--- config.mk ---
export PLATFORM = sky130hd
export DESIGN_NAME = scl_timing_gen
export DESIGN_NICKNAME = d
export VERILOG_FILES = /design/src/rtl/scl_timing_pkg.sv /design/src/rtl/scl_count_dp.sv /design/src/rtl/scl_phase_ctrl.sv /design/src/rtl/scl_timing_gen.sv
export SDC_FILE = /design/constraint.sdc
export NUM_CORES = 1
export LEC_CHECK = 0
export ABC_AREA = 1
export BUFFER_PORTS_ARGS = -buffer_cell sky130_fd_sc_hd__buf_2
export CELL_PAD_IN_SITES_DETAIL_PLACEMENT = 0
export CELL_PAD_IN_SITES_GLOBAL_PLACEMENT = 2
export CORE_MARGIN = 2
export CORE_UTILIZATION = 25
export CTS_CLUSTER_SIZE = 8
export DETAILED_ROUTE_END_ITERATION = 12
export MAX_ROUTING_LAYER = met4
export PLACE_DENSITY_LB_ADDON = 0.1
export SYNTH_ARGS = -nofsm -noshare
export SYNTH_HDL_FRONTEND = slang
export SYNTH_SLANG_ARGS = --single-unit
--- constraint.sdc ---
create_clock -name clk -period 2.38 [get_ports clk]
set_input_delay 0.119 -clock clk [delete_from_list [all_inputs] [get_ports clk]]
set_output_delay 0.119 -clock clk [all_outputs]
set_load 0.03 [all_outputs]
--- src/rtl/scl_timing_pkg.sv ---
package scl_timing_pkg;

  typedef enum logic [1:0] {
    PH_IDLE = 2'd0,
    PH_LOW  = 2'd1,
    PH_WAIT = 2'd2,
    PH_HIGH = 2'd3
  } phase_e;

  // strobes from the phase control to the period counter
  typedef struct packed {
    logic clear;    // restart the count at zero
    logic tick;     // one count has elapsed this cycle
    logic selHigh;  // compare against the high period limit
  } cnt_ctrl_t;

endpackage

--- src/rtl/scl_count_dp.sv ---
module scl_count_dp
  import scl_timing_pkg::*;
#(
  parameter int BASE_W       = 8,
  parameter int REG_W        = 8,
  parameter bit EXT_PRESENT  = 1'b1,
  parameter int LOW_EXT_BIT  = 7,
  parameter int HIGH_EXT_BIT = 6
) (
  input  logic              clk,
  input  logic              rst_n,
  input  logic [BASE_W-1:0] lowCount,
  input  logic [BASE_W-1:0] highCount,
  input  logic [REG_W-1:0]  extReg,
  input  cnt_ctrl_t         ctl,
  output logic              phaseDone
);

  localparam int CNT_W = BASE_W + 1;
  localparam logic [CNT_W-1:0] ONE = CNT_W'(1);
  localparam logic [CNT_W-1:0] MAX_COUNT =
    EXT_PRESENT ? {CNT_W{1'b1}} : {1'b0, {BASE_W{1'b1}}};

  logic             lowTop;
  logic             highTop;
  logic [CNT_W-1:0] lowRaw;
  logic [CNT_W-1:0] highRaw;
  logic [CNT_W-1:0] effLow;
  logic [CNT_W-1:0] effHigh;
  logic [CNT_W-1:0] effSel;
  logic [CNT_W-1:0] rawSel;
  logic [CNT_W-1:0] cnt;

  generate
    if (EXT_PRESENT) begin : g_ext
      assign lowTop  = extReg[LOW_EXT_BIT];
      assign highTop = extReg[HIGH_EXT_BIT];
    end else begin : g_noext
      logic unusedExt;
      assign unusedExt = ^extReg;
      assign lowTop    = 1'b0;
      assign highTop   = 1'b0;
    end
  endgenerate

  assign lowRaw  = {lowTop, lowCount};
  assign highRaw = {highTop, highCount};

  // a zero count would never terminate; run it as a single count
  assign effLow  = (lowRaw  == '0) ? ONE : lowRaw;
  assign effHigh = (highRaw == '0) ? ONE : highRaw;

  assign effSel = ctl.selHigh ? effHigh : effLow;
  assign rawSel = ctl.selHigh ? highRaw : lowRaw;

  // >= guards against a limit lowered in the middle of a phase
  assign phaseDone = ctl.tick && (cnt >= (effSel - ONE));

  always_ff @(posedge clk or negedge rst_n) begin
    if (!rst_n) begin
      cnt <= '0;
    end else if (ctl.clear) begin
      cnt <= '0;
    end else if (ctl.tick) begin
      cnt <= cnt + ONE;
    end
  end

  p_clear_r1: assert property (@(posedge clk) disable iff (!rst_n)
    ctl.clear |=> (cnt == '0));

  p_cnt_max_r5: assert property (@(posedge clk) disable iff (!rst_n)
    cnt <= MAX_COUNT);

  p_zero_one_r7: assert property (@(posedge clk) disable iff (!rst_n)
    (ctl.tick && (rawSel == '0)) |-> phaseDone);

endmodule

--- src/rtl/scl_phase_ctrl.sv ---
module scl_phase_ctrl
  import scl_timing_pkg::*;
(
  input  logic      clk,
  input  logic      rst_n,
  input  logic      enable,
  input  logic      prescaleSel,
  input  logic      sclIn,
  input  logic      phaseDone,
  output cnt_ctrl_t ctl,
  output logic      sclDriveLow,
  output logic      fallStrobe,
  output logic      riseStrobe
);

  phase_e state;
  phase_e nextState;
  logic   preQ;
  logic   fallQ;
  logic   riseQ;
  logic   counting;
  logic   tick;

  assign counting = (state == PH_LOW) || (state == PH_HIGH);
  assign tick     = counting && (!prescaleSel || preQ);

  always_comb begin
    nextState = state;
    unique case (state)
      PH_IDLE: if (enable)    nextState = PH_LOW;
      PH_LOW:  if (phaseDone) nextState = PH_WAIT;
      PH_WAIT: if (sclIn)     nextState = PH_HIGH;
      PH_HIGH: if (phaseDone) nextState = PH_LOW;
      default:                nextState = PH_IDLE;
    endcase
    if (!enable) nextState = PH_IDLE;
  end

  always_comb begin
    ctl = '{clear:   (!counting) || (nextState != state),
            tick:    tick,
            selHigh: (state == PH_HIGH)};
  end

  always_ff @(posedge clk or negedge rst_n) begin
    if (!rst_n) begin
      state <= PH_IDLE;
      preQ  <= 1'b0;
      fallQ <= 1'b0;
      riseQ <= 1'b0;
    end else begin
      state <= nextState;
      preQ  <= ctl.clear ? 1'b0 : (prescaleSel ? ~preQ : 1'b0);
      fallQ <= (nextState == PH_LOW)  && (state != PH_LOW);
      riseQ <= (nextState == PH_HIGH) && (state != PH_HIGH);
    end
  end

  assign sclDriveLow = (state == PH_LOW);
  assign fallStrobe  = fallQ;
  assign riseStrobe  = riseQ;

  p_wait_hold_r9: assert property (@(posedge clk) disable iff (!rst_n)
    (state == PH_WAIT && !sclIn && enable) |=> (state == PH_WAIT && !riseStrobe));

  p_rise_sensed_r3: assert property (@(posedge clk) disable iff (!rst_n)
    riseStrobe |-> ($past(sclIn) && $past(state == PH_WAIT)));

  p_prescale_r6: assert property (@(posedge clk) disable iff (!rst_n)
    (tick && prescaleSel) |=> (!tick || !prescaleSel));

endmodule

--- src/rtl/scl_timing_gen.sv ---
module scl_timing_gen
  import scl_timing_pkg::*;
#(
  parameter int BASE_W       = 8,
  parameter int REG_W        = 8,
  parameter bit EXT_PRESENT  = 1'b1,
  parameter int LOW_EXT_BIT  = 7,
  parameter int HIGH_EXT_BIT = 6
) (
  input  logic              clk,
  input  logic              rst_n,
  input  logic              enable,
  input  logic              prescaleSel,
  input  logic [BASE_W-1:0] lowCount,
  input  logic [BASE_W-1:0] highCount,
  input  logic [REG_W-1:0]  extReg,
  input  logic              sclIn,
  output logic              sclDriveLow,
  output logic              fallStrobe,
  output logic              riseStrobe
);

  cnt_ctrl_t ctl;
  logic      phaseDone;

  scl_phase_ctrl u_ctrl (
    .clk         (clk),
    .rst_n       (rst_n),
    .enable      (enable),
    .prescaleSel (prescaleSel),
    .sclIn       (sclIn),
    .phaseDone   (phaseDone),
    .ctl         (ctl),
    .sclDriveLow (sclDriveLow),
    .fallStrobe  (fallStrobe),
    .riseStrobe  (riseStrobe)
  );

  scl_count_dp #(
    .BASE_W       (BASE_W),
    .REG_W        (REG_W),
    .EXT_PRESENT  (EXT_PRESENT),
    .LOW_EXT_BIT  (LOW_EXT_BIT),
    .HIGH_EXT_BIT (HIGH_EXT_BIT)
  ) u_dp (
    .clk       (clk),
    .rst_n     (rst_n),
    .lowCount  (lowCount),
    .highCount (highCount),
    .extReg    (extReg),
    .ctl       (ctl),
    .phaseDone (phaseDone)
  );

  p_off_release_r1: assert property (@(posedge clk) disable iff (!rst_n)
    !enable |=> (!sclDriveLow && !fallStrobe && !riseStrobe));

  p_fall_edge_r8: assert property (@(posedge clk) disable iff (!rst_n)
    $rose(sclDriveLow) |-> fallStrobe);

  p_fall_once_r8: assert property (@(posedge clk) disable iff (!rst_n)
    fallStrobe |=> !fallStrobe);

  p_strobe_excl_r8: assert property (@(posedge clk) disable iff (!rst_n)
    !(fallStrobe && riseStrobe));

endmodule

; Word-level counts from Yosys, hierarchy flattened
; Cells that the tools add are included.
[totals]
reg_bits = 14
input_bits = 29
wordCells = 42
[op_classes]
addsub = 2
magnitude_cmp = 1
n_eq_ne = 8
n_mux = 12
bitwise = 1
reduce_logical = 13
[op_table]
columns = op, count
row1 = $mux 9, 5
row2 = $logic_not 9->1, 2
row3 = $add 9x1->9 const B, 1
row4 = $ge 9x9->1, 1
row5 = $sub 9x1->9 const B, 1
row6 = $mux 2, 4
row7 = $pmux 2 s4, 1
row8 = $eq 2x2->1 const B, 3
row9 = $eq 2x1->1 const B, 2
row10 = $logic_and 1x1->1, 4
row11 = $logic_or 1x1->1, 3
row12 = $logic_not 1->1, 2
row13 = $logic_not 2->1, 1
row14 = $mux 1, 2
row15 = $ne 2x1->1 const B, 1
row16 = $ne 2x2->1, 1
row17 = $ne 2x2->1 const B, 1
row18 = $reduce_bool 2->1, 1
row19 = $not 1->1, 1

; Depth between registers and ports, before layout
[depth]
depth_word = 12
ltp_mapped = 19
ltp_nobuf = 19

; Hierarchy
; A second synthesis with hierarchy kept.
[unflattened]
cells_unflattened = 202
hier_area_um2 = 1403.8
[by_module_without_submodules]
columns = module, instances, cells_per_inst, area_per_inst_um2
row1 = scl_count_dp, 1, 169, 1137.3
row2 = scl_phase_ctrl, 1, 33, 266.5

; Worst setup path after synthesis
; Ideal clock, no wire load.
[synth_timing]
kind = register -> register
start = register u_ctrl.state[1]
end = register u_dp.cnt[0]
setup_ns = 0.086
arrival_ns = 2.529
t_required_ns = 2.294
setup_slack_ns = -0.235
stages_incl_launch_ff = 19
n_path_buf = 0
cell_sequence = dfrtp_1 > nand2_4 > inv_4 > nor2_1 > nand2_1 > nand2_1 > ha_1 > inv_1 > nor2_2 > nand3_1 > xor2_1 > ha_1 > nand2_1 > inv_1 > a21oi_1 > nand4_1 > nand2_1 > nand3_2 > nor3_1
[synth_between]
elab_chain_len = 11
[synth_lines]
columns = item, line
row1 = start: declaration, scl_phase_ctrl.sv:16  ; phase_e state;
row2 = start signal: assignment, scl_phase_ctrl.sv:52  ; state <= nextState;
row3 = $eq 2x2->1, "scl_phase_ctrl.sv:24, scl_phase_ctrl.sv:29, scl_phase_ctrl.sv:42"
row4 = $mux 9, scl_count_dp.sv:53  ; assign effSel = ctl.selHigh ? effHigh : effLow;
row5 = $sub 9x1->9, scl_count_dp.sv:57  ; assign phaseDone = ctl.tick && (cnt >= (effSel - ONE));
row6 = $ge 9x9->1, scl_count_dp.sv:57
row7 = $logic_and 1x1->1, scl_count_dp.sv:57
row8 = "$mux 2, on equally long branches", "scl_phase_ctrl.sv:33, scl_phase_ctrl.sv:31"
row9 = $pmux 2 s4, scl_phase_ctrl.sv:29  ; unique case (state)
row10 = $mux 2, scl_phase_ctrl.sv:36  ; if (!enable) nextState = PH_IDLE;
row11 = $ne 2x2->1, scl_phase_ctrl.sv:40  ; ctl = '{clear: (!counting) || (nextState != state),
row12 = $logic_or 1x1->1, scl_phase_ctrl.sv:40
row13 = $mux 9 / $reduce_bool 2->1 (equally long branches), --
row14 = end signal: assignment, scl_count_dp.sv:65  ; cnt <= cnt + ONE;
row15 = end: declaration, scl_count_dp.sv:32  ; logic [CNT_W-1:0] cnt;
; Several ways; a longest one is shown, not always the timed one.
; A chain may end at the register's enable or synchronous reset.

; Worst setup path after layout
[layout_timing]
start = register u_ctrl.state[1]
end = register u_dp.cnt[1]
; Same word-level chain as after synthesis.

==> results.json <==
{
  "ys_ff_latch": 14,
  "antenna_found_initial": 0,
  "synth_top_family_by_area": "simple AND/OR/NAND/NOR gates",
  "synthesis.nets": 225,
  "die-area_um2": 5620,
  "reg2reg_to": "u_dp.cnt[1]$_DFFE_PN0P_",
  "netlist_area_um2": 1260,
  "gp_congestion": 0.860,
  "fin_cells": 310,
  "hp-class": "primary input to flop",
  "rsz0062_at_grt": "true",
  "yosys.area.top_type_share": 0.278,
  "antenna_left": 0,
  "fillers": 515,
  "die_h_um": 75.0,
  "worstMarginPinSlew_ns": 0.501,
  "ios": 32,
  "leakagePower_uw": 0.000965,
  "synthMuxAreaShare": 0,
  "cts_tree": "built",
  "drtIter0Drc": 23,
  "p_seq_frac": 0.389,
  "switching_power_uw": 174,
  "portBuffers": 25,
  "path_max_fanout": 9,
  "grtUsageTotal": 0.140,
  "rows": 25,
  "clk_latency_ns": 0.24,
  "violations": "negative setup slack",
  "overflow": 0,
  "root_buffer": "clkbuf_8",
  "grt_pass1_wl_um": 5760,
  "clock_skew_ns": 0.00115,
  "setup_viol": 14,
  "hold_violations": 0,
  "clkPwrFrac": 0.373,
  "vias": 1343,
  "synth_seq_area_share": 0.278,
  "first_pass_iters": 4,
  "fin_nets": 284,
  "setup_ws_ns": -0.319,
  "drc": 0,
  "yosysWarnings": 0,
  "r2r-start": "u_ctrl.state[1]$_DFF_PN0_",
  "crit_required_ns": 2.56,
  "p_int_uw": 456,
  "fin_util": 0.394,
  "synth_xor_area_frac": 0.0695,
  "post-route-min-period_ns": 2.70,
  "wl_um": 3570,
  "place_inst": 296,
  "r2r_slack_ns": -0.32,
  "grt_max_degree": 15,
  "tns_ns": -3.60,
  "period_share": 1.13,
  "syn_to_final_growth_pct": 49.6,
  "synth_largest_area_cell": "dfrtp_1",
  "ir_drop_v": 0.000212,
  "whs_path_depth": 2,
  "die_w_um": 75.0,
  "viasPerCell": 4.33,
  "p_sw_frac": 0.276,
  "cts_inserted_buffers": 3,
  "power_density_nw_per_um2": 335,
  "drv_cap": 0,
  "hp-start": "enable",
  "avgSynthCellArea_um2": 6.81,
  "startpoint_type": "flop",
  "power_frac_comb": 0.239,
  "drive_above_1_share": 0.391,
  "crit_type": "flop to flop",
  "worst_ep_arrival_time_ns": 2.88,
  "final_cell_area_um2": 1880,
  "fin_hold_ws_ns": 0.197,
  "dp_hpwl_um": 2870,
  "clock.fmax_mhz": 370,
  "core_area_um2": 4790,
  "htree_levels": 1,
  "synth_compound_area_frac": 0.0645,
  "grt_pass1_vias": 1293,
  "yosys-top-cells-area": "dfrtp_1, nand2_1, ha_1, inv_1, nor2_1",
  "dpl_cell_area_um2": 1660,
  "worst_setup_path_end_kind": "flop",
  "clk_pin_slew_ns": 0.06,
  "relSlewSlack": 0.662,
  "ys_types": 24,
  "synth_cells": 185,
  "diodes": 0,
  "start_util": 0.263,
  "r2r_cells": 19,
  "cts.path.max_buffers": 2,
  "slew_violations": 0,
  "outcome": "finished with violations",
  "min_to": "u_ctrl.fallStrobe$_DFF_PN0_",
  "synthAdderAreaFrac": 0.109,
  "synth_simple_gate_area_share": 0.381,
  "wl_per_cell_um": 11.5,
  "cts.sinks": 14
}
==> layout by cell type, fill, tap and decap left out, drive strengths merged, types with 4 or more instances in the layout <==
cell type | Yosys | routed
buf | 1 | 52
nor2 | 27 | 27
xor2 | 9 | 9
nand3 | 11 | 12
inv | 29 | 30
o21ai | 6 | 6
ha | 11 | 11
nand2 | 51 | 51
clkbuf | 0 | 4
nor3 | 5 | 5
or2 | 5 | 5
nand4 | 7 | 7
dfrtp | 14 | 14
a21oi | 5 | 5
==> routing by layer <==
layer  share of wire  GRT usage  vias to the layer above
met2            0.52      0.257                       21
met1            0.44      0.159                      614
met5               0          -                        -
met4          0.0073     0.0357                        0
met3           0.038     0.0201                        2
li1                -          -                      706
==> cell usage after synthesis <==
cell,n
nor3_1,5
o21ai_2,3
o21ai_1,1
ha_1,11
a21oi_1,5
nand3_2,3
nand3_1,8
nor2_2,1
nand2_1,50
nand2_4,1
xnor2_1,1
nor2_1,26
or2_2,3
inv_4,1
a21boi_1,1
buf_6,1
xor2_1,9
nand4_1,7
dfrtp_1,14
a21boi_0,1
inv_1,28
o21ai_0,2
nand3b_1,1
or2_1,2
==> stage by stage <==
stage	total power, uW	setup WS (ns)
6_report	630	-0.319
5_1_grt	674	-0.494
3_5_place_dp	385	-0.354
4_1_cts	632	-0.342
3_3_place_gp	384	-0.275
2_1_floorplan	321	-0.133
==> power groups by stage <==
stage / Clock [uW] / Sequential [uW] / Combinational (uW)
floorplan: 0 / 251 / 69.5
CTS: 240 / 244 / 147
finish: 235 / 245 / 150
detailed placement: 0 / 249 / 136
global route: 260 / 246 / 169
global placement: 0 / 249 / 135
==> logic make-up (layout without fill, tap and decap cells) <==
kind of cell,Yosys count,count (layout)
AO/OA/AOI/OAI,13,13
buffers and inverters,30,87
XOR/XNOR,10,10
adder cells (fa/ha/maj),11,11
flip-flops,14,14
AND/OR/NAND/NOR,107,108
==> worst max path at each step <==
stage                                          from                      end  cells past startpoint
final                     u_ctrl.state[1]$_DFF_PN0_  u_dp.cnt[1]$_DFFE_PN0P_                     19
after global routing      u_ctrl.state[1]$_DFF_PN0_  u_dp.cnt[3]$_DFFE_PN0P_                     19
after CTS                 u_ctrl.state[1]$_DFF_PN0_  u_dp.cnt[5]$_DFFE_PN0P_                     16
after detailed placement  u_ctrl.state[0]$_DFF_PN0_  u_dp.cnt[5]$_DFFE_PN0P_                     17
after global placement    u_ctrl.state[0]$_DFF_PN0_  u_dp.cnt[6]$_DFFE_PN0P_                     17
after floorplan           u_ctrl.state[1]$_DFF_PN0_  u_dp.cnt[6]$_DFFE_PN0P_                     18
==> sequential cells by signal, summed over array words and instances, names as in the netlist <==
name / cells
u_ctrl.state: 2
u_dp.cnt: 9
u_ctrl.riseStrobe: 1
u_ctrl.fallStrobe: 1
u_ctrl.preQ: 1
==> area by class of cell <==
type | count | area (um^2) | area share
Clock buffer | 4 | 55.1 | 0.0292
Inverter | 29 | 119 | 0.0631
Multi-Input combinational cell | 142 | 917 | 0.487
Sequential cell | 14 | 353 | 0.187
Tap cell | 67 | 83.8 | 0.0445
Timing Repair Buffer | 53 | 350 | 0.186
Timing Repair inverter | 1 | 6.26 | 0.00332
==> critical path: stages (launching register included) <==
cell and delay (ns):
dfrtp_2 0.44, nand2_8 0.13, inv_8 0.05, nor2_1 0.08, nand2_1 0.07, nand2_2 0.10
ha_4 0.16, inv_4 0.04, nor2_4 0.10, nand3_2 0.07, xor2_1 0.16, ha_1 0.34
nand2_2 0.10, inv_2 0.04, a21oi_2 0.12, nand4_1 0.13, nand2_2 0.19, buf_12 0.13
nand3_4 0.09, a21oi_2 0.11
==> what timing repair did <==
item                       4_1_cts  5_1_grt
setup endpoints to repair       14       14
setup buffers                    3        4
gates cloned                     1        1
pin swaps                       10       11
resized for setup                9       13
hold buffers                     1        0
hold endpoints to repair        14        0
Power figures use the tool's default switching activity.
